File: config.mk
export PLATFORM = sky130hd
export DESIGN_NAME = lcd_link_pwrseq
export DESIGN_NICKNAME = d
export VERILOG_FILES = /design/src/rtl/lcd_link_pwrseq_pkg.sv /design/src/rtl/lps_tick_counter.sv /design/src/rtl/lps_frame_counter.sv /design/src/rtl/lps_fsm.sv /design/src/rtl/lcd_link_pwrseq.sv
export SDC_FILE = /design/constraint.sdc
export NUM_CORES = 1
export LEC_CHECK = 0
export BUFFER_PORTS_ARGS = -buffer_cell sky130_fd_sc_hd__buf_2
export CAP_MARGIN = 15
export CORE_MARGIN = 5
export CORE_UTILIZATION = 55
export DETAILED_ROUTE_END_ITERATION = 8
export PLACE_DENSITY = 0.89
export SYNTH_ARGS = -nofsm -noshare
export SYNTH_HDL_FRONTEND = slang
export SYNTH_HIERARCHICAL = 1
export SYNTH_SLANG_ARGS = --single-unit
File: constraint.sdc
create_clock -name clk -period 4.3 [get_ports clk]
set_input_delay 0.215 -clock clk [delete_from_list [all_inputs] [get_ports clk]]
set_output_delay 0.215 -clock clk [all_outputs]
set_load 0.005 [all_outputs]
File: src/rtl/lcd_link_pwrseq_pkg.sv
package lcd_link_pwrseq_pkg;

  typedef enum logic [3:0] {
    ST_OFF, ST_RAMP, ST_BRG, ST_CLKW, ST_BLK, ST_IMG, ST_ON,
    ST_BLOFF, ST_DRAIN, ST_BRDN, ST_VOFF
  } seq_st_e;

  typedef struct packed {
    logic panel;
    logic bridge;
    logic pclk;
    logic video;
    logic black;
    logic light;
  } link_ctl_t;

  function automatic link_ctl_t mk_ctl(input logic p, input logic b, input logic c,
                                       input logic v, input logic k, input logic l);
    return '{p, b, c, v, k, l};
  endfunction

  // stages where a held down request has been consumed
  function automatic logic is_teardown(input seq_st_e s);
    return (s == ST_OFF) || (s == ST_BLOFF) || (s == ST_DRAIN) ||
           (s == ST_BRDN) || (s == ST_VOFF);
  endfunction

endpackage

File: src/rtl/lps_tick_counter.sv
module lps_tick_counter #(
  parameter int CNT_W = 16
) (
  input  logic             clk,
  input  logic             rst,
  input  logic             clr,
  input  logic             tick,
  output logic [CNT_W-1:0] cnt_o
);
  localparam logic [CNT_W-1:0] CNT_MAX = '1;

  always_ff @(posedge clk) begin
    if (rst || clr) cnt_o <= '0;
    else if (tick && cnt_o != CNT_MAX) cnt_o <= cnt_o + 1'b1;
  end

  // saturation keeps long waits from wrapping to a short one
  a_r4_cnt_saturates: assert property (@(posedge clk) disable iff (rst)
    (cnt_o == CNT_MAX && !clr) |=> (cnt_o == CNT_MAX));
endmodule

File: src/rtl/lps_frame_counter.sv
module lps_frame_counter #(
  parameter int FRAMES = 2
) (
  input  logic clk,
  input  logic rst,
  input  logic clr,
  input  logic en,
  input  logic frame,
  output logic done_o
);
  localparam int FR_W = $clog2(FRAMES + 2);
  localparam logic [FR_W-1:0] FR_GOAL = FR_W'(FRAMES + 1);

  logic [FR_W-1:0] cnt_q;

  always_ff @(posedge clk) begin
    if (rst || clr) cnt_q <= '0;
    else if (en && frame && cnt_q != FR_GOAL) cnt_q <= cnt_q + 1'b1;
  end

  assign done_o = (cnt_q == FR_GOAL);

  a_r12_idle_frames_ignored: assert property (@(posedge clk) disable iff (rst)
    (!en && !clr) |=> $stable(cnt_q));
  a_r8_goal_holds: assert property (@(posedge clk) disable iff (rst)
    (done_o && !clr) |=> done_o);
endmodule

File: src/rtl/lps_fsm.sv
module lps_fsm
  import lcd_link_pwrseq_pkg::*;
#(
  parameter int CNT_W          = 16,
  parameter int RAMP_MIN_TICKS = 5,
  parameter int RAMP_MAX_TICKS = 100,
  parameter int BLACK_TICKS    = 10
) (
  input  logic             clk,
  input  logic             rst,
  input  logic             up_req_i,
  input  logic             down_req_i,
  input  logic             panel_good_i,
  input  logic [CNT_W-1:0] clk_wait_i,
  input  logic [CNT_W-1:0] bl_off_wait_i,
  input  logic [CNT_W-1:0] dly_cnt_i,
  input  logic             frm_done_i,
  output seq_st_e          state_o,
  output logic             chg_o,
  output link_ctl_t        ctl_o,
  output logic             busy_o,
  output logic             ready_o,
  output logic             fault_o
);
  localparam logic [CNT_W-1:0] RAMP_MIN = CNT_W'(RAMP_MIN_TICKS);
  localparam logic [CNT_W-1:0] RAMP_MAX = CNT_W'(RAMP_MAX_TICKS);
  localparam logic [CNT_W-1:0] BLK_LEN  = CNT_W'(BLACK_TICKS);

  seq_st_e   st_q, st_d;
  link_ctl_t ctl_q, ctl_d;
  logic      pend_q, busy_q, ready_q, fault_q;
  logic      dn, ramp_ok, ramp_late;

  assign dn        = down_req_i | pend_q;
  assign ramp_ok   = panel_good_i && (dly_cnt_i >= RAMP_MIN);
  assign ramp_late = !panel_good_i && (dly_cnt_i >= RAMP_MAX);

  always_comb begin
    st_d = st_q;
    unique case (st_q)
      ST_OFF:   if (up_req_i) st_d = ST_RAMP;
      ST_RAMP:  if (ramp_ok) st_d = dn ? ST_OFF : ST_BRG;
                else if (ramp_late) st_d = ST_OFF;
      ST_BRG:   st_d = dn ? ST_BRDN : ST_CLKW;
      ST_CLKW:  if (dly_cnt_i >= clk_wait_i) st_d = dn ? ST_BRDN : ST_BLK;
      ST_BLK:   if (dly_cnt_i >= BLK_LEN) st_d = dn ? ST_DRAIN : ST_IMG;
      ST_IMG:   st_d = dn ? ST_DRAIN : ST_ON;
      ST_ON:    if (dn) st_d = ST_BLOFF;
      ST_BLOFF: if (dly_cnt_i >= bl_off_wait_i) st_d = ST_DRAIN;
      ST_DRAIN: if (frm_done_i) st_d = ST_BRDN;
      ST_BRDN:  st_d = ST_VOFF;
      ST_VOFF:  st_d = ST_OFF;
      default:  st_d = ST_OFF;
    endcase
  end

  // output set for the stage being entered; teardown stages edit the live set
  always_comb begin
    ctl_d = ctl_q;
    unique case (st_d)
      ST_OFF:   ctl_d = '0;
      ST_RAMP:  ctl_d = mk_ctl(1'b1, 1'b0, 1'b0, 1'b0, 1'b0, 1'b0);
      ST_BRG:   ctl_d = mk_ctl(1'b1, 1'b1, 1'b0, 1'b0, 1'b0, 1'b0);
      ST_CLKW:  ctl_d = mk_ctl(1'b1, 1'b1, 1'b1, 1'b0, 1'b0, 1'b0);
      ST_BLK:   ctl_d = mk_ctl(1'b1, 1'b1, 1'b1, 1'b1, 1'b1, 1'b0);
      ST_IMG:   ctl_d = mk_ctl(1'b1, 1'b1, 1'b1, 1'b1, 1'b0, 1'b0);
      ST_ON:    ctl_d = mk_ctl(1'b1, 1'b1, 1'b1, 1'b1, 1'b0, 1'b1);
      ST_BLOFF: ctl_d.light = 1'b0;
      ST_DRAIN: ctl_d.black = 1'b1;
      ST_BRDN:  ctl_d.bridge = 1'b0;
      ST_VOFF:  begin
                  ctl_d.pclk  = 1'b0;
                  ctl_d.video = 1'b0;
                  ctl_d.black = 1'b0;
                end
      default:  ctl_d = '0;
    endcase
  end

  always_ff @(posedge clk) begin
    if (rst) begin
      st_q    <= ST_OFF;
      ctl_q   <= '0;
      busy_q  <= 1'b0;
      ready_q <= 1'b0;
      fault_q <= 1'b0;
      pend_q  <= 1'b0;
    end else begin
      st_q    <= st_d;
      ctl_q   <= ctl_d;
      busy_q  <= !((st_d == ST_OFF) || (st_d == ST_ON));
      ready_q <= (st_d == ST_ON);
      if (st_q == ST_RAMP && ramp_late) fault_q <= 1'b1;
      else if (st_q == ST_OFF && up_req_i) fault_q <= 1'b0;
      if (st_q == ST_OFF || is_teardown(st_d)) pend_q <= 1'b0;
      else if (down_req_i) pend_q <= 1'b1;
    end
  end

  assign state_o = st_q;
  assign chg_o   = (st_d != st_q);
  assign ctl_o   = ctl_q;
  assign busy_o  = busy_q;
  assign ready_o = ready_q;
  assign fault_o = fault_q;

  a_r2_bridge_after_good: assert property (@(posedge clk) disable iff (rst)
    $rose(ctl_q.bridge) |-> ($past(panel_good_i) && ctl_q.panel));
  a_r5_light_on_full_link: assert property (@(posedge clk) disable iff (rst)
    ctl_q.light |-> (ctl_q.panel && ctl_q.bridge && ctl_q.pclk && ctl_q.video && !ctl_q.black));
  a_r6_ready_busy_excl: assert property (@(posedge clk) disable iff (rst)
    !(ready_q && busy_q));
  a_r8_bridge_drop_with_panel: assert property (@(posedge clk) disable iff (rst)
    $fell(ctl_q.bridge) |-> ctl_q.panel);
  a_r9_panel_last: assert property (@(posedge clk) disable iff (rst)
    $fell(ctl_q.panel) |-> $past(!ctl_q.bridge && !ctl_q.pclk && !ctl_q.video));
  a_r10_pending_never_lit: assert property (@(posedge clk) disable iff (rst)
    pend_q |-> !ctl_q.light);
  a_r11_idle_holds: assert property (@(posedge clk) disable iff (rst)
    (st_q == ST_OFF && !up_req_i) |=> (st_q == ST_OFF));
endmodule

File: src/rtl/lcd_link_pwrseq.sv
module lcd_link_pwrseq
  import lcd_link_pwrseq_pkg::*;
#(
  parameter int CNT_W          = 16,
  parameter int RAMP_MIN_TICKS = 5,
  parameter int RAMP_MAX_TICKS = 100,
  parameter int BLACK_TICKS    = 10,
  parameter int DRAIN_FRAMES   = 2
) (
  input  logic             clk,
  input  logic             rst,
  input  logic             tick_i,
  input  logic             frame_start_i,
  input  logic             up_req_i,
  input  logic             down_req_i,
  input  logic             panel_good_i,
  input  logic [CNT_W-1:0] clk_wait_i,
  input  logic [CNT_W-1:0] bl_off_wait_i,
  output logic             panel_en_o,
  output logic             bridge_en_o,
  output logic             pclk_en_o,
  output logic             video_en_o,
  output logic             force_black_o,
  output logic             backlight_en_o,
  output logic             busy_o,
  output logic             ready_o,
  output logic             fault_o
);
  seq_st_e          st;
  logic             chg, frm_done;
  logic [CNT_W-1:0] dly_cnt;
  link_ctl_t        ctl;

  lps_tick_counter #(.CNT_W(CNT_W)) u_dly (
    .clk(clk), .rst(rst), .clr(chg), .tick(tick_i), .cnt_o(dly_cnt)
  );

  lps_frame_counter #(.FRAMES(DRAIN_FRAMES)) u_frm (
    .clk(clk), .rst(rst), .clr(chg), .en(st == ST_DRAIN),
    .frame(frame_start_i), .done_o(frm_done)
  );

  lps_fsm #(
    .CNT_W(CNT_W), .RAMP_MIN_TICKS(RAMP_MIN_TICKS),
    .RAMP_MAX_TICKS(RAMP_MAX_TICKS), .BLACK_TICKS(BLACK_TICKS)
  ) u_fsm (
    .clk(clk), .rst(rst), .up_req_i(up_req_i), .down_req_i(down_req_i),
    .panel_good_i(panel_good_i), .clk_wait_i(clk_wait_i),
    .bl_off_wait_i(bl_off_wait_i), .dly_cnt_i(dly_cnt), .frm_done_i(frm_done),
    .state_o(st), .chg_o(chg), .ctl_o(ctl), .busy_o(busy_o),
    .ready_o(ready_o), .fault_o(fault_o)
  );

  assign panel_en_o     = ctl.panel;
  assign bridge_en_o    = ctl.bridge;
  assign pclk_en_o      = ctl.pclk;
  assign video_en_o     = ctl.video;
  assign force_black_o  = ctl.black;
  assign backlight_en_o = ctl.light;

  a_r1_idle_after_reset: assert property (@(posedge clk)
    $past(rst) |-> (!panel_en_o && !busy_o && !ready_o && !fault_o));
endmodule

==> impl_metrics.yaml, run 1 <==
status:
  status: "complete, no violations"
global_route:
  grt_util_met1_pct: 27.45
  grt_usage_pct: 20.93
  grt_max_degree: 18
  grt_pass1_wl_um: 10830
  grt_overflow: 0
  grt_busiest_layer: "met2"
  met3_usage_pct: 4.176
  antenna_found_initial: 0
  grt_pass1_vias: 2502
  met2_usage_pct: 34.02
drt:
  drc: 0
  postRouteAntennaNets: 0
  dr.pass1.iters: 5
  vias: 2795
  viasPerCell: 6.225
  drt-initial-drc-count: 338
  wl_per_cell_um: 14.94
  wl_um: 6710
clocking:
  cts_sinks: 32
  clk_path_buf_depth: 2
  clock_latency_ns: 0.28
  ctsHoldBuffers: 0
  htreeDepth: 2
  postCtsSetupRepairBufs: 0
  clkTransAtPathRegs_ns: 0.06
  cts_root_buf: "clkbuf_8"
  cts_tree: "yes"
  numCtsBuffers: 5
  cts_resized: 0
power:
  leakagePower_nw: 1.440
  peakVddDrop_mv: 0.1457
  p_per_area_nw_per_um2: 204.9
timing:
  fmax_ghz: 0.2865
  maxSlewViolCount: 0
  tns_ns: 0
  fin_crit_sh_pct: 81.18
  fin_ws_ns: 0.8092
  fin_crit_ns: 3.491
  finClkSkew_ns: 0.006638
  relSlewSlack_pct: 50.58
  finalSetupViolCount: 0
  worst_pin_slew_ns: 0.7352
  rsz0062_at_grt: "false"
  finalHoldViolCount: 0
setup_path:
  worst-path-max-fanout: 15
  cp.arrival_ns: 3.71
  cp-start-kind: "flip-flop"
  crit_path_end_kind: "flip-flop"
  crit_type: "reg2reg"
  worstPathRequired_ns: 4.52
yosys:
  synth_edf_count: 0
  synth_area_um2: 2689
  synth_flop_cell: "dfxtp_1"
  synth_xor_area_share_pct: 0.9772
  syn_inst: 333
  ys_warn_count: 6
  avgSynthCellArea_um2: 8.075
  synth-adder-area-share_pct: 15.82
  async_flop_share_pct: 0
  synth_top_family_by_area: "simple AND/OR/NAND/NOR gates"
  synth_cell_types: 67
  synth_mux_area_share_pct: 1.210
  yosys.area_share.simple_pct: 29.27
  ys_ff_latch: 32
  synth-compound-area-share_pct: 23.08
  syn-num-nets: 406
  ys_seq_area_share_pct: 23.83
placement:
  pre_cts_slack_ns: 0.9354
  portBuffers: 47
  place_congestion: 0.8343
  dp_hpwl_um: 4932
layout:
  fin_nets: 454
  seq_area_um2: 640.6
  diodes: 0
  multi_input_area_um2: 1892
  fillers: 407
  drive_above_1_share_pct: 18.85
  area_delta_synth_final_pct: 14.43
die:
  die_area_um2: 6387
  die_x_um: 79.92
  rows: 25
  io_pins: 48
  dieHeight_um: 79.92
  start_util_pct: 56.93
  core_area_um2: 4723
job:
  cap_violations: 0
worst_hold_path:
  hp-class: "in2reg"
stage by stage:
stage               area [um^2]  utilization, %  hold WS (ns)  power [mW]  std cells
global placement           2987           63.23        0.4746      0.3997        441
finish                     3077           65.14        0.2918      0.6304        449
floorplan                  2689               -        0.3750      0.3680        333
detailed placement         2987           63.23        0.4834      0.4032        441
CTS                        3077           65.14        0.2845      0.6359        449
global route               3077           65.14        0.2942      0.6667        449
cell type report:
type	instances	area share (%)
Clock buffer	8	2.928
Inverter	34	4.148
Multi-Input combinational cell	260	61.49
Sequential cell	32	20.82
Tap cell	67	2.725
Timing Repair Buffer	48	7.889
layout by cell type, fill, tap and decap left out, drive strengths merged, types with 3 or more instances in the layout:
cell type | synthesis | layout
buf | 1 | 48
inv | 34 | 34
ha | 34 | 34
dfxtp | 32 | 32
a21oi | 26 | 26
nor2 | 23 | 23
nand2 | 19 | 19
o21ai | 16 | 16
nor3 | 13 | 13
nand4 | 12 | 12
nand3 | 11 | 11
clkbuf | 6 | 8
nand2b | 7 | 7
or3 | 6 | 6
a31oi | 6 | 6
nor4 | 6 | 6
and2 | 5 | 5
or2 | 5 | 5
or4 | 5 | 5
and4 | 4 | 4
a41o | 4 | 4
a211oi | 4 | 4
nor3b | 4 | 4
nor2b | 4 | 4
nor4b | 4 | 4
o31ai | 3 | 3
o211ai | 3 | 3
o211a | 3 | 3
synthesized netlist by cell type, types with 2 or more instances:
cell type	instances	area [um^2]
ha_1	34	425.4
inv_1	34	127.6
dfxtp_1	32	640.6
a21oi_1	25	125.1
nor2_1	22	82.58
nand2_1	19	71.32
nor3_1	13	65.06
nand3_1	11	55.05
o21ai_0	11	55.05
nand4_1	9	56.30
nand2b_1	7	43.79
a31oi_1	6	37.54
or3_1	6	37.54
and2_1	5	31.28
clkbuf_1	5	18.77
a211oi_1	4	30.03
a41o_1	4	40.04
and4_1	4	35.03
nor2b_1	4	25.02
nor3b_1	4	30.03
nor4_1	4	25.02
o21ai_1	4	20.02
nor4b_1	3	26.28
o211ai_1	3	22.52
o31ai_1	3	22.52
or2_2	3	18.77
or4_1	3	22.52
a211o_1	2	17.52
a311oi_1	2	17.52
a32o_1	2	20.02
mux2_1	2	22.52
nand4_2	2	25.02
nor4_2	2	25.02
o211a_1	2	20.02
o21a_1	2	15.01
o22ai_1	2	12.51
or4_4	2	22.52
xor2_1	2	17.52
final timing paths:
kind	startpoint	slack, ns	end	cells past startpoint
max	u_dly/cnt_o[0]$_SDFFE_PP0P_	0.81	u_dly/cnt_o[10]$_SDFFE_PP0P_	14
min	tick_i	0.29	u_dly/cnt_o[1]$_SDFFE_PP0P_	3
min reg2reg	u_fsm/ctl_o[1]$_SDFFE_PP0N_	0.49	u_fsm/ctl_o[1]$_SDFFE_PP0N_	1
max reg2reg	u_dly/cnt_o[0]$_SDFFE_PP0P_	0.81	u_dly/cnt_o[10]$_SDFFE_PP0P_	14
flip-flops by register name, summed over array words and instances, names as in the netlist:
register	flops
u_dly/cnt_o	16
u_frm/cnt_q	2
u_fsm/busy_o	1
u_fsm/ctl_o	6
u_fsm/fault_o	1
u_fsm/pend_q	1
u_fsm/ready_o	1
u_fsm/state_o	4
critical path: stages, from the launching register on:
cell	delay (ns)
dfxtp_1	0.43
inv_1	0.11
ha_1	0.27
nand2b_1	0.14
a2111o_1	0.40
a31oi_1	0.32
o21ai_2	0.17
a21oi_2	0.19
nor4_1	0.09
buf_4	0.19
nand2_1	0.08
o211ai_1	0.22
or2_2	0.51
nor2_1	0.14
a41o_1	0.17
power by group:
part	switching [mW]	internal (mW)	leakage, nW	total (mW)
Combinational	0.0506	0.0415	1.14	0.0920
Clock	0.101	0.130	0.0455	0.232
Sequential	0.00636	0.300	0.259	0.307
cell families (layout without fill, tap and decap cells):
logic type,count (synthesis),count (layout)
and+or+nand+nor,132,132
AOI/OAI and AO/OA,88,88
buffers and inverters,41,90
adders and majority gates,34,34
DFF,32,32
xor gates and xnor gates,3,3
muxes,3,3
routing by layer:
layer  vias up  share of wire (%)  wire, um
met5         -                  0         0
met1      1269                 45      3030
met4         0                1.4        92
met2       154                 45      3044
li1       1355                  -         -
met3        17                8.1       543
No activity file was read; power rests on OpenSTA's default activity.
==> inputs of run 2 (changes only) <==
CORE_UTILIZATION = 51   (was 55)
PLACE_DENSITY = 0.87   (was 0.89)
clock period = 2.9 ns   (was 4.3 ns; I/O delays follow)
==> run 2 against run 1 <==
  * The run now ends with setup timing left
  * Setup slack worse by 0.83 ns
  * Combinational power increased by 85%
  * Clock-buffer cell count down 3
  * Via count is 8.8% higher
  * Critical path depth shrank 1
  * Maximum frequency rose by 20%
  * Flip-flop and latch count did not move
  * Register-to-register slack worse by 0.83 ns
  * Critical endpoint is now u_dly/cnt_o[5]$_SDFFE_PP0P_
  * Largest cell class unchanged
==> impl_metrics.yaml, run 2 (synthesis results as in run 1) <==
status:
  status: "finished with violations"
  violations: "setup timing"
drt:
  viasPerCell: 6.298
  vias: 3042
  wl_per_cell_um: 17.00
  drt-initial-drc-count: 467
  dr.pass1.iters: 6
  wl_um: 8211
  drc: 0
  postRouteAntennaNets: 0
job:
  cap_violations: 0
die:
  core_area_um2: 5107
  rows: 26
  die_area_um2: 6824
  dieHeight_um: 82.61
  io_pins: 48
  die_x_um: 82.61
  start_util_pct: 52.65
layout:
  final_cell_mix: "buf_2, inv_1, ha_1"
  largest_register_ffs: 16
  utilization_pct: 67.30
  fin_nets: 485
  regMostFlops: "u_dly/cnt_o"
  finish.instance_area_um2: 3437
  layout.cells.non_filler: 483
  drive_above_1_share_pct: 29.06
  area_delta_synth_final_pct: 27.83
  final_common_cell: "buf_2"
  diodes: 0
placement:
  place_inst: 475
  placed_area_um2: 3229
  place_congestion: 0.8871
  dp_hpwl_um: 5735
  pre_cts_slack_ns: -0.03519
  portBuffers: 47
timing:
  finalSetupViolCount: 1
  fin_crit_sh_pct: 100.6
  fmax_ghz: 0.3429
  finalHoldViolCount: 0
  fin_crit_ns: 2.916
  finClkSkew_ns: 0.003291
  fin_ws_ns: -0.01632
  relSlewSlack_pct: 55.10
  worst_pin_slew_ns: 0.6651
  tns_ns: -0.01632
  maxSlewViolCount: 0
setup_path:
  rr_startpoint: "u_dly/cnt_o[4]$_SDFFE_PP0P_"
  crit_path_end_kind: "flip-flop"
  startpoint: "u_dly/cnt_o[4]$_SDFFE_PP0P_"
  cp.arrival_ns: 3.16
  crit_chain: "buf_4 -> o311ai_0 -> nor4b_2 -> a41oi_1 -> nor2_1 -> nor4_2 -> nand2_1 -> o211ai_1 -> buf_4 -> nor2_4 -> nand2_1 -> a31oi_1 -> a41o_1"
  crit_type: "reg2reg"
  max_stage_delay_ns: 0.61
  worst-path-max-fanout: 8
  critical-path-top-delay-family: "compound AO/OA/AOI/OAI gates"
  crit_buf_inv: 2
  worstPathRequired_ns: 3.14
  cp-start-kind: "flip-flop"
  critPathSlowestCell: "o311ai_0"
clocking:
  clk_path_buf_depth: 2
  clock_latency_ns: 0.30
  ctsHoldBuffers: 0
  cts_root_buf: "clkbuf_8"
  cts_tree: "yes"
  htreeDepth: 2
  clkTransAtPathRegs_ns: 0.07
  numCtsBuffers: 5
  cts_sinks: 32
global_route:
  antenna_found_initial: 0
  grt_max_degree: 18
  grt_usage_pct: 23.18
  grt_overflow: 0
  grt_pass1_vias: 2782
  grt_pass1_wl_um: 12370
worst_hold_path:
  hp-class: "in2reg"
  min-delay-start: "tick_i"
power:
  leakagePower_nw: 1.639
  p_per_area_nw_per_um2: 287.0
  peakVddDrop_mv: 0.3146
run 2: layout make-up:
| type | count | area, um^2 |
|---|---|---|
| Fill cell | 413 | 1670 |
| Clock buffer | 5 | 68.82 |
| Inverter | 34 | 127.6 |
| Sequential cell | 32 | 641.9 |
| Tap cell | 70 | 87.58 |
| Clock inverter | 3 | 23.77 |
| Multi-Input combinational cell | 260 | 2012 |
| Timing Repair Buffer | 79 | 475.5 |
run 2: worst paths after layout:
check                                 to  slack [ns]  cells after the start
max          u_dly/cnt_o[5]$_SDFFE_PP0P_       -0.02                     13
min reg2reg  u_fsm/ctl_o[4]$_SDFFE_PP0N_        0.50                      2
max reg2reg  u_dly/cnt_o[5]$_SDFFE_PP0P_       -0.02                     13
min          u_dly/cnt_o[1]$_SDFFE_PP0P_        0.19                      3
run 2: power by group:
group / internal, mW / total [mW] / switching (mW)
Combinational: 0.0798 / 0.170 / 0.0907
Sequential: 0.445 / 0.454 / 0.00896
Clock: 0.170 / 0.362 / 0.192
run 2: metrics by stage:
step	hold slack (ns)	total power, mW
after detailed placement	0.4863	0.6135
after floorplan	0.3050	0.5470
final	0.1946	0.9863
after CTS	0.1823	0.9758
after global routing	0.1953	1.026
after global placement	0.4688	0.6076
run 2: repair_timing:
item,in CTS,in global routing
endpoints found under the setup margin,9,24
pin swaps,0,7
gates resized for setup,2,19
setup buffers,0,0
run 2: worst reg2reg max path, cell delays in order, from the launching register on:
cell and delay, ns:
dfxtp_1 0.35, buf_4 0.19, o311ai_0 0.61, nor4b_2 0.33, a41oi_1 0.07, nor2_1 0.25, nor4_2 0.12, nand2_1 0.10
o211ai_1 0.12, buf_4 0.19, nor2_4 0.13, nand2_1 0.06, a31oi_1 0.19, a41o_1 0.12
run 2: per-layer routing:
layer  GRT usage, %  vias up  routed length (um)
li1               -     1421                   -
met1          29.69     1365                3209
met2          38.38      203                3847
met3          4.013       53                 829
met4          9.477        0                 324
met5              0        -                   0
==> inputs of run 3 (changes only) <==
CELL_PAD_IN_SITES_DETAIL_PLACEMENT = 1   (was unset)
CELL_PAD_IN_SITES_GLOBAL_PLACEMENT = 1   (was unset)
CORE_UTILIZATION = 38   (was 51)
==> run 3 against run 2 <==
  * The run still ends with setup timing left
  * Wire length rose by 45%
  * Non-clock buffer count grew 21
  * Global-route usage is 2.5 points lower
  * Die area is 30% higher
  * Utilization is 11 points lower
  * Via count is 8.0% higher
  * Register-to-register slack got worse by 0.21 ns
  * Combinational power grew 28%
  * Total power grew 4.9%
  * Largest cell class unchanged
  * Largest power group unchanged
==> impl_metrics.yaml, run 3 (synthesis results as in run 1) <==
timing:
  fin_ws_ns: -0.2236
  rsz0062_at_grt: "true"
  fmax_ghz: 0.3201
  fin_crit_sh_pct: 107.7
  tns_ns: -2.770
  worst_pin_slew_ns: 0.7667
  finalHoldViolCount: 0
  finClkSkew_ns: 0.005576
  relSlewSlack_pct: 48.82
  fin_crit_ns: 3.124
  maxSlewViolCount: 0
  finalSetupViolCount: 24
setup_path:
  crit_type: "reg2reg"
  startpoint: "u_fsm/state_o[2]$_SDFF_PP0_"
  cp.arrival_ns: 3.35
  rrSetupSlack_ns: -0.22
  worst-path-max-fanout: 9
  crit_path_end_kind: "flip-flop"
  worstPathRequired_ns: 3.12
  r2r_cells: 13
  reg2reg_to: "u_dly/cnt_o[5]$_SDFFE_PP0P_"
  rr_startpoint: "u_fsm/state_o[2]$_SDFF_PP0_"
  cp-start-kind: "flip-flop"
power:
  combPwrFrac_pct: 21.1
  swShare_pct: 29.22
  power_frac_seq_pct: 43.6
  leakagePower_nw: 1.762
  p_per_area_nw_per_um2: 270.4
  peakVddDrop_mv: 0.2717
  p_int_mw: 0.7323
  power_switching_mw: 0.3023
  clockPowerShare_pct: 35.3
drt:
  drt-initial-drc-count: 357
  dr.pass1.iters: 5
  wl_um: 11900
  vias: 3284
  viasPerCell: 6.185
  drc: 0
  postRouteAntennaNets: 0
  wl_per_cell_um: 22.40
global_route:
  antenna_found_initial: 0
  grt_usage_pct: 20.70
  grt_overflow: 0
  grt_pass1_vias: 3064
  grt_pass1_wl_um: 14660
  grt_max_degree: 18
worst_hold_path:
  hold_depth: 3
  min-delay-start: "tick_i"
  whs_endpoint: "u_dly/cnt_o[1]$_SDFFE_PP0P_"
  hp-class: "in2reg"
die:
  core_area_um2: 6832
  rows: 30
  die_area_um2: 8859
  start_util_pct: 39.36
  dieHeight_um: 94.12
  io_pins: 48
  die_x_um: 94.12
clocking:
  ctsHoldBuffers: 0
  clock_latency_ns: 0.29
  numCtsBuffers: 5
  htreeDepth: 2
  cts_tree: "yes"
  clkTransAtPathRegs_ns: 0.07
  clk_path_buf_depth: 2
  cts_sinks: 32
  cts_root_buf: "clkbuf_8"
layout:
  utilization_pct: 56.01
  diodes: 0
  final_cell_mix: "buf_4, buf_2, inv_1"
  regMostFlops: "u_dly/cnt_o"
  drive_above_1_share_pct: 38.16
  largest_register_ffs: 16
  final_common_cell: "buf_4"
  area_delta_synth_final_pct: 42.30
  fin_nets: 507
status:
  status: "finished with violations"
  violations: "setup timing"
placement:
  portBuffers: 47
  dp_hpwl_um: 6976
  place_congestion: 0.8397
job:
  cap_violations: 0
run 3: cell count changes in the layout (fill, tap and decap cells not counted), sizes merged:
cell      before  now
or2            5    6
clkinvlp       2    0
clkbuf         5    6
clkinv         1    2
buf           79  100
run 3: worst max-delay path by stage:
| stage | slack, ns | cells past startpoint | end |
|---|---|---|---|
| 4_1_cts | 0.008 | 16 | u_dly/cnt_o[5]$_SDFFE_PP0P_ |
| 5_1_grt | -0.29 | 12 | u_fsm/busy_o$_SDFF_PP0_ |
| 6_report | -0.22 | 13 | u_dly/cnt_o[5]$_SDFFE_PP0P_ |
| 2_1_floorplan | 0.04 | 14 | u_dly/cnt_o[11]$_SDFFE_PP0P_ |
| 3_3_place_gp | -0.07 | 13 | u_dly/cnt_o[10]$_SDFFE_PP0P_ |
| 3_5_place_dp | -0.23 | 14 | u_dly/cnt_o[10]$_SDFFE_PP0P_ |
run 3: final cells by class:
type	instances	area, um^2
fillers	854	3005
clock inverters	2	10.01
inverters	34	127.6
clock buffers	6	82.58
well taps	96	120.1
multi-input cells	261	2171
flip-flops and latches	32	661.9
repair buffers	100	653.1
run 3: through the flow:
| step | cells | setup WS [ns] | hold slack, ns | total power, mW | instance area, um^2 |
|---|---|---|---|---|---|
| floorplan | 333 | 0.04000 | 0.3050 | 0.5470 | 2696 |
| global placement | 505 | -0.06839 | 0.4693 | 0.6130 | 3304 |
| detailed placement | 505 | -0.2258 | 0.4870 | 0.6213 | 3304 |
| CTS | 513 | 0.008215 | 0.2239 | 0.9837 | 3437 |
| global route | 531 | -0.2859 | 0.2149 | 1.075 | 3826 |
| finish | 531 | -0.2236 | 0.2285 | 1.035 | 3826 |
run 3: critical path, stage by stage, from the launching register on:
cell and delay [ns]:
dfxtp_1 0.57, or2_1 0.32, nor2_1 0.07, o21ai_0 0.21, nand2b_1 0.16, a311oi_1 0.59
nor4_2 0.10, nand2_1 0.12, o211ai_1 0.10, buf_4 0.16, nor2_2 0.20, nand2_1 0.13
a31oi_1 0.20, a41o_1 0.13
run 3: repair_timing:
action	CTS	global route
resized for setup	9	46
pin swaps	2	19
cloned	0	1
endpoints found under the setup margin	23	22
buffers inserted	0	18
run 3: routing by layer:
metal | track usage [%] | share of wire [%] | vias to the layer above | wire, um
li1 | - | - | 1464 | -
met1 | 26.87 | 40 | 1579 | 4783
met2 | 35.78 | 48 | 189 | 5749
met3 | 2.965 | 6.8 | 52 | 808
met4 | 5.174 | 4.7 | 0 | 555
met5 | 0 | 0 | - | 0
run 3: power groups by stage:
| stage | logic, mW | clock network (mW) | registers [mW] |
|---|---|---|---|
| final | 0.218 | 0.365 | 0.451 |
| after global routing | 0.235 | 0.388 | 0.451 |
| after CTS | 0.165 | 0.366 | 0.453 |
| after detailed placement | 0.158 | 0 | 0.463 |
| after global placement | 0.150 | 0 | 0.463 |
| after floorplan | 0.0869 | 0 | 0.460 |
